<file path="src/rtl/spi_fifo_pkg.sv">
// Shared constants and the status word type for the SPI FIFO pair.
// Assumes a depth whose count fits the 5-bit count field of the status word.
package spi_fifo_pkg;
    localparam int unsigned FIFO_DATA_W = 16;
    localparam int unsigned FIFO_DEPTH  = 16;
    localparam int unsigned STAT_CNT_W  = 5;
    localparam int unsigned NUM_DIR     = 2;
    localparam int unsigned DIR_TX      = 0;
    localparam int unsigned DIR_RX      = 1;

    // Status word returned for each direction, MSB first.
    typedef struct packed {
        logic                  rsvd;
        logic                  en;
        logic                  ovf;
        logic [STAT_CNT_W-1:0] lvl;
        logic                  run;
        logic                  ie;
        logic                  flag;
        logic [STAT_CNT_W-1:0] cnt;
    } fifo_stat_t;
endpackage

</file>
<file path="src/rtl/spi_fifo_store.sv">
// Circular word store with a fill count.
// A push is accepted only when there is room, judged on the count at the
// start of the cycle. In single-word mode the room is one word. A run of 0
// empties the store at the next edge and blocks all pushes and pops.
// Assumes DEPTH >= 2.
module spi_fifo_store #(
    parameter  int unsigned DATA_W = 16,
    parameter  int unsigned DEPTH  = 16,
    localparam int unsigned CNT_W  = $clog2(DEPTH + 1),
    localparam int unsigned PTR_W  = $clog2(DEPTH)
) (
    input  logic              clk,
    input  logic              rst_n,
    input  logic              run,
    input  logic              single,
    input  logic              push,
    input  logic [DATA_W-1:0] push_data,
    input  logic              pop,
    output logic [DATA_W-1:0] head,
    output logic [CNT_W-1:0]  count,
    output logic              refused
);
    logic [DATA_W-1:0] mem [DEPTH];
    logic [PTR_W-1:0]  wr_ptr;
    logic [PTR_W-1:0]  rd_ptr;
    logic              full;
    logic              do_push;
    logic              do_pop;

    function automatic logic [PTR_W-1:0] bump(input logic [PTR_W-1:0] p);
        return (p == PTR_W'(DEPTH - 1)) ? '0 : p + PTR_W'(1);
    endfunction

    // Decide which requests take effect this cycle.
    always_comb begin
        full    = single ? (count != '0) : (count == CNT_W'(DEPTH));
        do_push = push && run && !full;
        do_pop  = pop && run && (count != '0);
        refused = push && run && full;
        head    = mem[rd_ptr];
    end

    // Write the accepted word into storage.
    always_ff @(posedge clk) begin
        if (do_push) begin
            mem[wr_ptr] <= push_data;
        end
    end

    // Advance pointers and count, or flush on reset or stop.
    always_ff @(posedge clk) begin
        if (!rst_n || !run) begin
            wr_ptr <= '0;
            rd_ptr <= '0;
            count  <= '0;
        end else begin
            if (do_push) begin
                wr_ptr <= bump(wr_ptr);
            end
            if (do_pop) begin
                rd_ptr <= bump(rd_ptr);
            end
            count <= count + CNT_W'(do_push) - CNT_W'(do_pop);
        end
    end
endmodule

</file>
<file path="src/rtl/spi_fifo_level_flag.sv">
// Sticky level-match flag with write-one clear and a gated interrupt.
// The flag sets one edge after count equals level, and a set in the same
// cycle wins over a clear. Assumes count comes straight from a register.
module spi_fifo_level_flag #(
    parameter int unsigned CNT_W = 5
) (
    input  logic             clk,
    input  logic             rst_n,
    input  logic             en,
    input  logic             run,
    input  logic [CNT_W-1:0] count,
    input  logic [CNT_W-1:0] level,
    input  logic             clr,
    input  logic             ie,
    output logic             flag,
    output logic             irq
);
    logic hit;

    // Match condition, active only in queued mode while running.
    assign hit = en && run && (count == level);

    // Keep the flag, set on a match, clear on request.
    always_ff @(posedge clk) begin
        if (!rst_n) begin
            flag <= 1'b0;
        end else begin
            flag <= (flag && !clr) || hit;
        end
    end

    // Interrupt request only when enabled and in queued mode.
    assign irq = flag && ie && en;
endmodule

</file>
<file path="src/rtl/spi_fifo_stat_pack.sv">
// Packs one direction's count, flags and control echoes into a status word.
// Pure combinational logic. Assumes CNT_W does not exceed the count field.
module spi_fifo_stat_pack
    import spi_fifo_pkg::*;
#(
    parameter int unsigned CNT_W = 5
) (
    input  logic                          [CNT_W-1:0] count,
    input  logic                                      flag,
    input  logic                                      ie,
    input  logic                                      run,
    input  logic                          [CNT_W-1:0] level,
    input  logic                                      ovf,
    input  logic                                      en,
    output logic [$bits(fifo_stat_t)-1:0]             word
);
    fifo_stat_t s;

    // Assemble the status fields.
    always_comb begin
        s.rsvd = 1'b0;
        s.en   = en;
        s.ovf  = ovf;
        s.lvl  = STAT_CNT_W'(level);
        s.run  = run;
        s.ie   = ie;
        s.flag = flag;
        s.cnt  = STAT_CNT_W'(count);
    end

    assign word = s;
endmodule

</file>
<file path="src/rtl/spi_fifo_unit.sv">
// Transmit and receive FIFO pair between a CPU register front end and an SPI
// shift engine. Both directions come from one generate loop. The receive
// direction adds a sticky overflow flag. Assumes that the engine takes a
// word in the cycle it sees eng_load, and that control inputs are already
// decoded from the bus.
module spi_fifo_unit
    import spi_fifo_pkg::*;
#(
    parameter  int unsigned DATA_W = FIFO_DATA_W,
    parameter  int unsigned DEPTH  = FIFO_DEPTH,
    localparam int unsigned CNT_W  = $clog2(DEPTH + 1),
    localparam int unsigned STAT_W = $bits(fifo_stat_t)
) (
    input  logic              clk,
    input  logic              rst_n,
    input  logic              fifo_en,
    input  logic              tx_run,
    input  logic              tx_ie,
    input  logic [CNT_W-1:0]  tx_lvl,
    input  logic              tx_flag_clr,
    input  logic              rx_run,
    input  logic              rx_ie,
    input  logic [CNT_W-1:0]  rx_lvl,
    input  logic              rx_flag_clr,
    input  logic              rx_ovf_clr,
    input  logic              tx_wr_vld,
    input  logic [DATA_W-1:0] tx_wr_data,
    input  logic              rx_rd,
    output logic [DATA_W-1:0] rx_rd_data,
    input  logic              eng_idle,
    output logic              eng_load,
    output logic [DATA_W-1:0] eng_load_data,
    input  logic              eng_rx_vld,
    input  logic [DATA_W-1:0] eng_rx_data,
    output logic [STAT_W-1:0] tx_stat,
    output logic [STAT_W-1:0] rx_stat,
    output logic              tx_irq,
    output logic              rx_irq
);
    logic [NUM_DIR-1:0] run_v;
    logic [NUM_DIR-1:0] push_v;
    logic [NUM_DIR-1:0] pop_v;
    logic [NUM_DIR-1:0] clr_v;
    logic [NUM_DIR-1:0] ie_v;
    logic [NUM_DIR-1:0] flag_v;
    logic [NUM_DIR-1:0] irq_v;
    logic [NUM_DIR-1:0] ovf_v;
    logic [NUM_DIR-1:0] refused_v;
    logic [DATA_W-1:0]  pdata_v [NUM_DIR];
    logic [DATA_W-1:0]  head_v  [NUM_DIR];
    logic [CNT_W-1:0]   cnt_v   [NUM_DIR];
    logic [CNT_W-1:0]   lvl_v   [NUM_DIR];
    logic [STAT_W-1:0]  stat_v  [NUM_DIR];

    // Hand the oldest transmit word over whenever the engine is free.
    assign eng_load = eng_idle && tx_run && (cnt_v[DIR_TX] != '0);

    // Route the transmit-side controls into the per-direction vectors.
    assign run_v[DIR_TX]   = tx_run;
    assign ie_v[DIR_TX]    = tx_ie;
    assign clr_v[DIR_TX]   = tx_flag_clr;
    assign lvl_v[DIR_TX]   = tx_lvl;
    assign push_v[DIR_TX]  = tx_wr_vld;
    assign pdata_v[DIR_TX] = tx_wr_data;
    assign pop_v[DIR_TX]   = eng_load;

    // Route the receive-side controls into the per-direction vectors.
    assign run_v[DIR_RX]   = rx_run;
    assign ie_v[DIR_RX]    = rx_ie;
    assign clr_v[DIR_RX]   = rx_flag_clr;
    assign lvl_v[DIR_RX]   = rx_lvl;
    assign push_v[DIR_RX]  = eng_rx_vld;
    assign pdata_v[DIR_RX] = eng_rx_data;
    assign pop_v[DIR_RX]   = rx_rd;

    for (genvar d = 0; d < NUM_DIR; d++) begin : g_dir
        spi_fifo_store #(
            .DATA_W (DATA_W),
            .DEPTH  (DEPTH)
        ) u_store (
            .clk       (clk),
            .rst_n     (rst_n),
            .run       (run_v[d]),
            .single    (!fifo_en),
            .push      (push_v[d]),
            .push_data (pdata_v[d]),
            .pop       (pop_v[d]),
            .head      (head_v[d]),
            .count     (cnt_v[d]),
            .refused   (refused_v[d])
        );

        spi_fifo_level_flag #(
            .CNT_W (CNT_W)
        ) u_flag (
            .clk   (clk),
            .rst_n (rst_n),
            .en    (fifo_en),
            .run   (run_v[d]),
            .count (cnt_v[d]),
            .level (lvl_v[d]),
            .clr   (clr_v[d]),
            .ie    (ie_v[d]),
            .flag  (flag_v[d]),
            .irq   (irq_v[d])
        );

        if (d == DIR_RX) begin : g_ovf
            logic ovf_q;
            // Sticky overflow on a discarded arrival, where a new set beats a clear.
            always_ff @(posedge clk) begin
                if (!rst_n) begin
                    ovf_q <= 1'b0;
                end else begin
                    ovf_q <= (ovf_q && !rx_ovf_clr) || refused_v[d];
                end
            end
            assign ovf_v[d] = ovf_q;
        end else begin : g_no_ovf
            // Dropped transmit writes are silent by design.
            logic refused_unused;
            assign refused_unused = refused_v[d];
            assign ovf_v[d]       = 1'b0;
        end

        spi_fifo_stat_pack #(
            .CNT_W (CNT_W)
        ) u_pack (
            .count (cnt_v[d]),
            .flag  (flag_v[d]),
            .ie    (ie_v[d]),
            .run   (run_v[d]),
            .level (lvl_v[d]),
            .ovf   (ovf_v[d]),
            .en    (fifo_en),
            .word  (stat_v[d])
        );
    end

    // Present the per-direction results on the ports.
    assign eng_load_data = head_v[DIR_TX];
    assign rx_rd_data    = head_v[DIR_RX];
    assign tx_stat       = stat_v[DIR_TX];
    assign rx_stat       = stat_v[DIR_RX];
    assign tx_irq        = irq_v[DIR_TX];
    assign rx_irq        = irq_v[DIR_RX];
endmodule

</file>
<file path="config.mk">
export PLATFORM = sky130hd
export DESIGN_NAME = spi_fifo_unit
export DESIGN_NICKNAME = d
export VERILOG_FILES = /design/src/rtl/spi_fifo_pkg.sv /design/src/rtl/spi_fifo_store.sv /design/src/rtl/spi_fifo_level_flag.sv /design/src/rtl/spi_fifo_stat_pack.sv /design/src/rtl/spi_fifo_unit.sv
export SDC_FILE = /design/constraint.sdc
export NUM_CORES = 1
export LEC_CHECK = 0
export ABC_AREA = 1
export CAP_MARGIN = 15
export CORE_AREA = 2 2 261 263
export CTS_BUF_LIST = sky130_fd_sc_hd__clkbuf_16
export DETAILED_ROUTE_END_ITERATION = 10
export DIE_AREA = 0 0 263 265
export GPL_ROUTABILITY_DRIVEN = 0
export GPL_TIMING_DRIVEN = 0
export PLACE_DENSITY = 0.59
export SYNTH_ARGS = -nofsm -noshare
export SYNTH_HDL_FRONTEND = slang
export SYNTH_SLANG_ARGS = --single-unit
</file>
<file path="constraint.sdc">
create_clock -name clk -period 4.3 [get_ports clk]
set_input_delay 0.86 -clock clk [delete_from_list [all_inputs] [get_ports clk]]
set_output_delay 0.86 -clock clk [all_outputs]
set_load 0.005 [all_outputs]
</file>
==> summary by stage, run 1 <==
Status
The run finished with clean final reports.

CTS
The TritonCTS clock tree is yes. The number of levels the H-tree was split into is 2. The number of hold buffers added after CTS was 0.

After clock tree synthesis, the clock-pin slew on the worst setup and hold paths is 0.06 ns. The number of gates resized after CTS is 0. The clock insertion delay at the later pin of the skew report is 0.63 ns. Clock tree synthesis inserted a total of 58 buffers.

The deepest clock path buffer count is 3. Counting every sink on the clock net gives 549. The clock root buffer master is clkbuf_16. The buffers inserted during post-CTS setup optimization is 0.

Cells and area
The final cell utilization of the core is 0.4180. The layout has 6258 filler cells. The finished cells cover 0.02792 mm².

The area added between synthesis and finish is 20.26%. The fraction of final layout cells sized beyond drive strength 1 is 0.1032. The final net count is 2414.

Placed design
The total of buffers placed on input and output ports is 119. The placed instances occupy a cell area of 0.02599 mm². The worst slack after detailed placement is 0.7076 ns. Detailed placement finished with a half-perimeter wire length of 44.03 mm.

Timing
The final hold violation count is 0. The headroom to the max-slew limit is 0.3167. The achievable frequency is 256.7 MHz. The number of max-slew violations in the final report is 0.

The clock tree skew after final layout is 0.03243 ns. The final setup violation count is 0. The clock period minus worst slack is 3.895 ns. The measured slew at the worst slew-check pin is 1.024 ns. Once routing completed, OpenROAD measured the worst setup slack at 0.4045 ns.

The share of the clock period used by the worst path is 0.9059. Final hold analysis gives a worst-case slack of 0.4892 ns. Setup repair after global routing left no endpoint under its margin.

GRT
For met3 alone, demand over resource in global routing was 0.02685. The wire length of the first global-routing pass is 96.90 mm. The pin count of the biggest net entering global routing is 17. The met2 global-route usage is 0.3127.

The number of global-route vias before repair was 15910. The initial antenna violation count is 0. For met1 alone, demand over resource in global routing was 0.2393. The overall fraction of global-route tracks in use is 0.1825. Global routing finished with a remaining overflow of 0. The busiest metal layer after global routing is met2.

Routing
The final routed DRC violation total is 0. The routed wirelength normalized by instance count is 19.83 µm. The total via count in the routed design is 16180. After detailed routing, the number of vias per cell comes to 4.966. The final layout contains routed wiring with a total length of 64.62 mm. The first detailed-routing pass ran for 5 iterations. The violation count after the first detailed-route iteration is 1461. The count of nets left with antenna violations once routing finished came out at 0.

Power and ir drop
The power consumption is 12.04 mW. VDD sags by at most 330.3 µV. In this run the static leakage power is 10.48 nW. Power spread over the standard cell area amounts to 431.2 mW/mm².

Critical path
Among the stages of the critical path, the cell type that occurs most often is nand3_1. The delay of the slowest critical-path stage is 0.68 ns. The critical path is of the flop to output pin type. The critical path goes through clkbuf_1, inv_1, buf_1, nand3_1, nand3_1, nand2_1, clkdlybuf4s50_1. The maximum net fanout on the critical path is 10.

The endpoint kind of the worst setup timing path is an output pin. The arrival time reported for the critical path endpoint is 3.04 ns. Broken down by cell family, the worst path's largest delay share belongs to buffers and inverters. The number of buffer and inverter stages on the critical path is 4. The nature of the critical path startpoint is a flop.

STA puts the critical path data required time at 3.44 ns. For this design, the slowest cell found on the critical path is buf_1.

Floorplanning
The floorplan die height is 265 µm. The number of placement rows is 95. The starting utilization of the core area is 0.3476. The total die area is 0.06970 mm². The horizontal extent of the die is 263 µm. The area of the placeable core is 0.06680 mm².

Pin placement for this block handled 123 I/O pins.

Synth
The share of synthesized area in the top cell type comes to 0.6621. The synthesized area divided by synthesized cell count is 10.94 µm². Among all flip-flop cells after synthesis, the most frequent one is edfxtp_1. The cell count after synthesis is 2123. The synthesized netlist occupies a cell area of 0.02322 mm². The fraction of registers with async set or reset after synthesis is 0. The synthesized netlist contains 29 unique library cells. The number of flip-flops and latches in the synthesized netlist is 549. In the post-synthesis netlist, the biggest area contributors are edfxtp_1 (66%), nand2_1 (11%), nand3_1 (4.7%). The number of synthesized flops with an enable pin is 512. The share of the yosys chip area belonging to registers is 0.6940. The number of warnings reported in the yosys synthesis log is 0.

Yosys instantiated no cell more often than nand2_1. The cell type with the highest aggregate area in the netlist is edfxtp_1. The commonest cells after synthesis are nand2_1 (680), edfxtp_1 (512), nor2_1 (222), nand3_1 (216), inv_1 (111).

Flow run
Across the run, the number of max-cap violations was 0.

Worst hold path
The path class of the tightest hold or removal check is flop to flop.
-- metal layers --
| metal | wire, µm | up-vias |
|---|---|---|
| met5 | 0 | - |
| met4 | 1850 | 0 |
| met3 | 4240 | 115 |
| met2 | 31280 | 587 |
| met1 | 27250 | 7866 |
| li1 | - | 7612 |
-- logic make-up after synthesis --
| kind of cell | synth area share |
|---|---|
| simple gates | 0.1977 |
| flops | 0.6940 |
| buf+inv | 0.05221 |
| compound gates | 0.03934 |
| fa+ha+maj | 0.01358 |
| xor+xnor | 0.003018 |
| other cells | 0.0001615 |
-- sequential cells by signal (all words and copies together) (netlist names), named ones only --
register / count
g_dir.u_store.count: 10
g_dir.u_store.wr_ptr: 8
g_dir.u_flag.flag: 2
g_dir.g_ovf.ovf_q: 1
g_dir.u_store.mem: 512
g_dir.u_store.rd_ptr: 8
-- report_power, final --
group          switching (mW)  internal [mW]  total (mW)
Clock                    2.14           2.87        5.01
Combinational           0.679          0.414        1.09
Sequential             0.0334           5.91        5.94
Total                    2.85           9.19        12.0
-- metrics by stage --
stage / instances / TNS, ns
global placement: 3117 / -92.57
CTS: 3257 / 0
floorplan: 2125 / 0
global route: 3257 / 0
detailed placement: 3147 / 0
finish: 3258 / 0
-- path summary, 6_finish.rpt --
| kind | to | from | cells after the start | slack (ns) |
|---|---|---|---|---|
| worst min register to register | g_dir[1].g_ovf.ovf_q | g_dir[1].g_ovf.ovf_q | 2 | 0.49 |
| worst min-delay path | g_dir[1].g_ovf.ovf_q | g_dir[1].g_ovf.ovf_q | 2 | 0.49 |
| worst max-delay path | rx_rd_data[6] | flop | 7 | 0.40 |
| worst max register to register | g_dir[0].u_store.count[4] | g_dir[0].u_store.count[3] | 14 | 1.60 |
-- worst min-delay path, delay by kind of cell (launching register included) --
family	cells	cell delay (ns)
flops	1	0.31
simple gates	1	0.07
compound gates	1	0.06
-- area by class of cell --
cell class                 count  area (µm²)  area share
timing repair buffer         149        1563     0.05596
antenna                        1       2.502  0.00008961
sequential                   549       16120      0.5771
clock inverter                51       455.4     0.01631
tap                          873        1092     0.03912
multi-input combinational   1333        6007      0.2151
clock buffer                  59        1476     0.05287
inverter                     115       436.7     0.01564
buffer                       128       775.7     0.02778
-- cell usage in the layout, fill, tap and decap left out, types with 2 or more instances in the layout --
cell type / instances
nand2_1: 680
edfxtp_1: 512
nand3_1: 216
nor2_1: 207
inv_1: 122
clkdlybuf4s50_1: 119
o21ai_0: 83
clkbuf_16: 59
buf_2: 47
o211ai_1: 45
dfxtp_1: 37
buf_6: 34
buf_4: 31
clkbuf_1: 28
ha_1: 22
a21oi_1: 19
nor2_2: 15
nor3_2: 14
clkinv_1: 12
clkinv_2: 11
buf_8: 11
o21ai_1: 10
buf_1: 7
xor2_1: 6
clkinvlp_4: 6
bufinv_16: 6
nand4_1: 3
conb_1: 3
xnor2_1: 2
o21bai_1: 2
inv_4: 2
inv_2: 2
fa_1: 2
clkinv_16: 2
No activity file was read; power rests on OpenSTA's default activity.
==> inputs of run 2 (changes only) <==
ABC_AREA = not set   (was 1)
CORE_AREA = 2 2 251 253   (was 2 2 261 263)
DIE_AREA = 0 0 253 255   (was 0 0 263 265)
==> run 2 against run 1 <==
Compared with the run above: cell count is 35% lower; core utilization is 0.066 points higher; critical path depth is 1 lower; synthesized cell count is 50% lower; via count is 34% lower.
==> summary by stage, run 2 <==
Cells and area
The commonest non-fill, non-tap cell in the layout is edfxtp_1. Counting flops per register, the top entry is g_dir.u_store.mem. The area added between synthesis and finish is 21.14%. Once layout is complete, the utilization of the core stands at 0.4187. The fraction of final layout cells sized beyond drive strength 1 is 0.2421.

Leaving out fill and tap cells, the most frequent cells in the layout are edfxtp_1 (512), mux4_2 (128), clkdlybuf4s50_1 (119). The number of cells in the finished layout apart from fillers is 2121. The register with the most flip-flops in the layout has 512 of them. The largest registers in the layout are g_dir.u_store.mem: 512 flops, g_dir.u_store.count: 10 flops. The final net count is 1358. Once layout is done, the placed cells without fillers occupy 0.02603 mm².

The number of antenna diodes in the final layout is 0.

GRT
For met3 alone, demand over resource in global routing was 0.02380. After global routing the overflow that remains totals 0. The pin count of the biggest net entering global routing is 17. The met2 global-route usage is 0.2465. The overall fraction of global-route tracks in use is 0.1449. The initial antenna violation count is 0.

In the global route stage, met1 resource usage came out at 0.1925. The global routing stage identified its most utilized layer as met2. The number of global-route vias before repair is 11170. The wire length of the first global-routing pass is 69.66 mm.

Critical path
The delay of the slowest critical-path stage is 0.65 ns. The number of cells on the worst reg-to-reg path is 7. Counting buffers and inverters, the worst setup path is 6 cells deep. The number of buffer and inverter stages on the critical path is 3. STA classifies the critical path startpoint as a flop. Among all stages on the critical path, the largest delay is contributed by buf_1. The cell class contributing the biggest share of worst-path delay is buffers and inverters.

The signal on the critical path passes through buf_2, buf_1, mux4_2, a22oi_1, nand2_1, clkdlybuf4s50_1. The maximum net fanout on the critical path is 10. The worst setup path is captured at an output pin. The arrival time reported for the critical path endpoint is 3.29 ns. The worst setup path is of the flop to output pin kind.

The worst path required time is 3.44 ns. In this run the register-to-register setup slack is 1.06 ns.

Synth
The most instantiated library cell after synthesis is edfxtp_1. The share of the synthesized area in the top cell type is 0.7157. The combinational family with the most area after synthesis is multiplexers. The count of distinct cell types in the synthesized netlist is 50. In this run the mean area of a mapped cell was 20.15 µm². The share of the synthesized netlist area taken by xor and xnor gates is 0.007746. The post-synthesis compound-gate area fraction came to 0.03279. The cell count after synthesis is 1066. The number of warnings reported in the yosys synthesis log is 0.

Counting flops with a built-in enable in the synthesized netlist gives 512. The mapped cell area is 0.02148 mm². The proportion of synthesized area in mux cells is 0.1390. Of the total synthesized cell area, the portion taken by AND, OR, NAND and NOR gates is 0.03302.

By area the synthesized netlist is led by edfxtp_1 (72%), mux4_2 (13%), dfxtp_1 (3.4%). The share of the yosys chip area belonging to registers is 0.7501. The most used flip-flop cell after synthesis is edfxtp_1.

The fraction of registers with async set or reset after synthesis is 0. In the synthesized netlist, the cells that appear most often are edfxtp_1 (512), mux4_2 (128), a22oi_1 (64), nor2_1 (50), nand2_1 (44). The arithmetic-cell share of the synthesized area counting full adders, half adders and majority gates is 0.01468. The cell type with the highest aggregate area in the netlist is edfxtp_1. In this run, synthesis produced a sequential element count of 549.

Flow run
The max-capacitance violation count is 0.

CTS
The number of CTS-inserted buffers is 56. The H-tree generated during clock tree synthesis spans 2 levels. The clock root buffer master is clkbuf_16.

The clock transition at the register clock pins on the worst setup and hold paths after CTS is 0.06 ns. For this design, the sink count on the clock tree is 549. The clock insertion delay at the later pin of the skew report is 0.61 ns.

TritonCTS built the clock tree. The deepest clock path buffer count is 3.

Timing
The final hold violation count is 0. Timing would allow up to 241.2 MHz. The number of max-slew violations in the final report came to 0.

The final setup violation count is 0. Counting I/O delays and the setup requirement, the final critical path takes 4.146 ns. The worst pin sits at a relative slew slack of 0.3283. The clock tree skew after final layout is 0.03425 ns. The measured slew at the worst slew-check pin is 1.002 ns. Setup repair after global routing left no endpoint under its margin. The final worst slack is 0.1543 ns. Dividing the final minimum period by the clock period gives 0.9641.

Power and ir drop
The net load switching power is 2.593 mW. The relative contribution of combinational cells to total power is 0.092. The internal power of the cells totals 9.045 mW. The maximum VDD drop is 394.3 µV. The total power per unit cell area is 447.2 mW/mm².

Total power for the finished layout comes to 11.64 mW. The share of total power dissipated in the clock network is 0.394. Summed over all cells, the static leakage comes to 8.280 nW.

Of the total power, the share spent switching nets is 0.2228. Of the total power, registers draw 0.515.

Placed design
The half-perimeter wire length after placement is 30.50 mm. The worst slack after detailed placement is 0.1892 ns. In this run the tool buffered the top-level ports with 119 buffer cells. The post-detailed-placement cell area is 0.02427 mm². The number of cells after detailed placement is 2019.

Floorplanning
The floorplan step set the die height to 255 µm. The core region is 0.06216 mm². For this configuration, the core starts out at a cell density of 0.3456. The total die area is 0.06452 mm². The number of placement rows is 92. The I/O pin total is 123. The horizontal extent of the die is 253 µm.

Routing
In this run, the number of DRC markers left after iteration 0 of detailed routing was 827. After detailed routing, the number of remaining DRC violations is 0. The number of nets with antenna violations after routing is 0. The ratio of routed vias to standard cells is 5.038. After detailed routing, the total wire length is 46.30 mm.

Before antenna repair, the detailed router went through 7 iterations. Dividing the detail-routed wire length by the instance count gives 21.83 µm. Across all layers, the routed design uses 10690 vias.

Status
The flow ran to the end, and the final reports show no timing, DRC or antenna violations.

Worst hold path
The depth of the worst hold-timing path is 2. The path type of the worst min-delay path is flop to flop.
[run 2: path summary, 6_finish.rpt]
kind,start,endpoint
worst max-delay path,flop,rx_rd_data[1]
worst min-delay path,g_dir[1].g_ovf.ovf_q,g_dir[1].g_ovf.ovf_q
worst max register to register,g_dir[1].u_store.count[2],g_dir[1].u_store.mem[2][9]
worst min register to register,g_dir[1].g_ovf.ovf_q,g_dir[1].g_ovf.ovf_q
[run 2: cell families after synthesis]
family,after synthesis
flops,549
simple gates,148
mux,138
compound gates,94
buf+inv,93
fa+ha+maj,24
xor+xnor,19
other cells,1
[run 2: worst min-delay path, delay by kind of cell (launching register included)]
family          cells  cell delay [ns]
flops               1             0.31
compound gates      1             0.07
simple gates        1             0.06
[run 2: through the flow]
step	setup TNS [ns]	hold WS, ns
6_report	0	0.4801
3_3_place_gp	-137.41	0.4761
5_1_grt	0	0.5016
4_1_cts	0	0.4854
3_5_place_dp	0	0.4743
2_1_floorplan	0	0.4564
[run 2: repair_timing]
action | CTS | global route
setup buffers | 0 | 0
endpoints found under the hold margin | 0 | 0
gates resized for setup | 0 | 1
setup endpoints to repair | 0 | 1
hold buffers | 0 | 0
[run 2: area by class of cell]
class	count	area [µm²]
Timing Repair Buffer	152	1684
Multi-Input combinational cell	426	4994
Clock buffer	56	1401
Buffer	74	410.4
Tap cell	799	999.7
Fill cell	5445	36130
Inverter	19	71.32
Clock inverter	46	349.1
Sequential cell	549	16120
[run 2: power by group through the flow]
stage,logic [mW],clock network (mW),registers [mW]
5_1_grt,1.17,4.89,6.00
4_1_cts,1.09,4.69,5.99
2_1_floorplan,0.598,0,6.09
6_report,1.07,4.58,5.99
3_3_place_gp,1.05,0,6.10
3_5_place_dp,1.08,0,6.10
[run 2: routing by layer]
layer | share of wire | vias to the layer above
li1 | - | 4755
met1 | 0.43 | 5601
met2 | 0.50 | 265
met3 | 0.048 | 64
met4 | 0.020 | 0
met5 | 0 | -
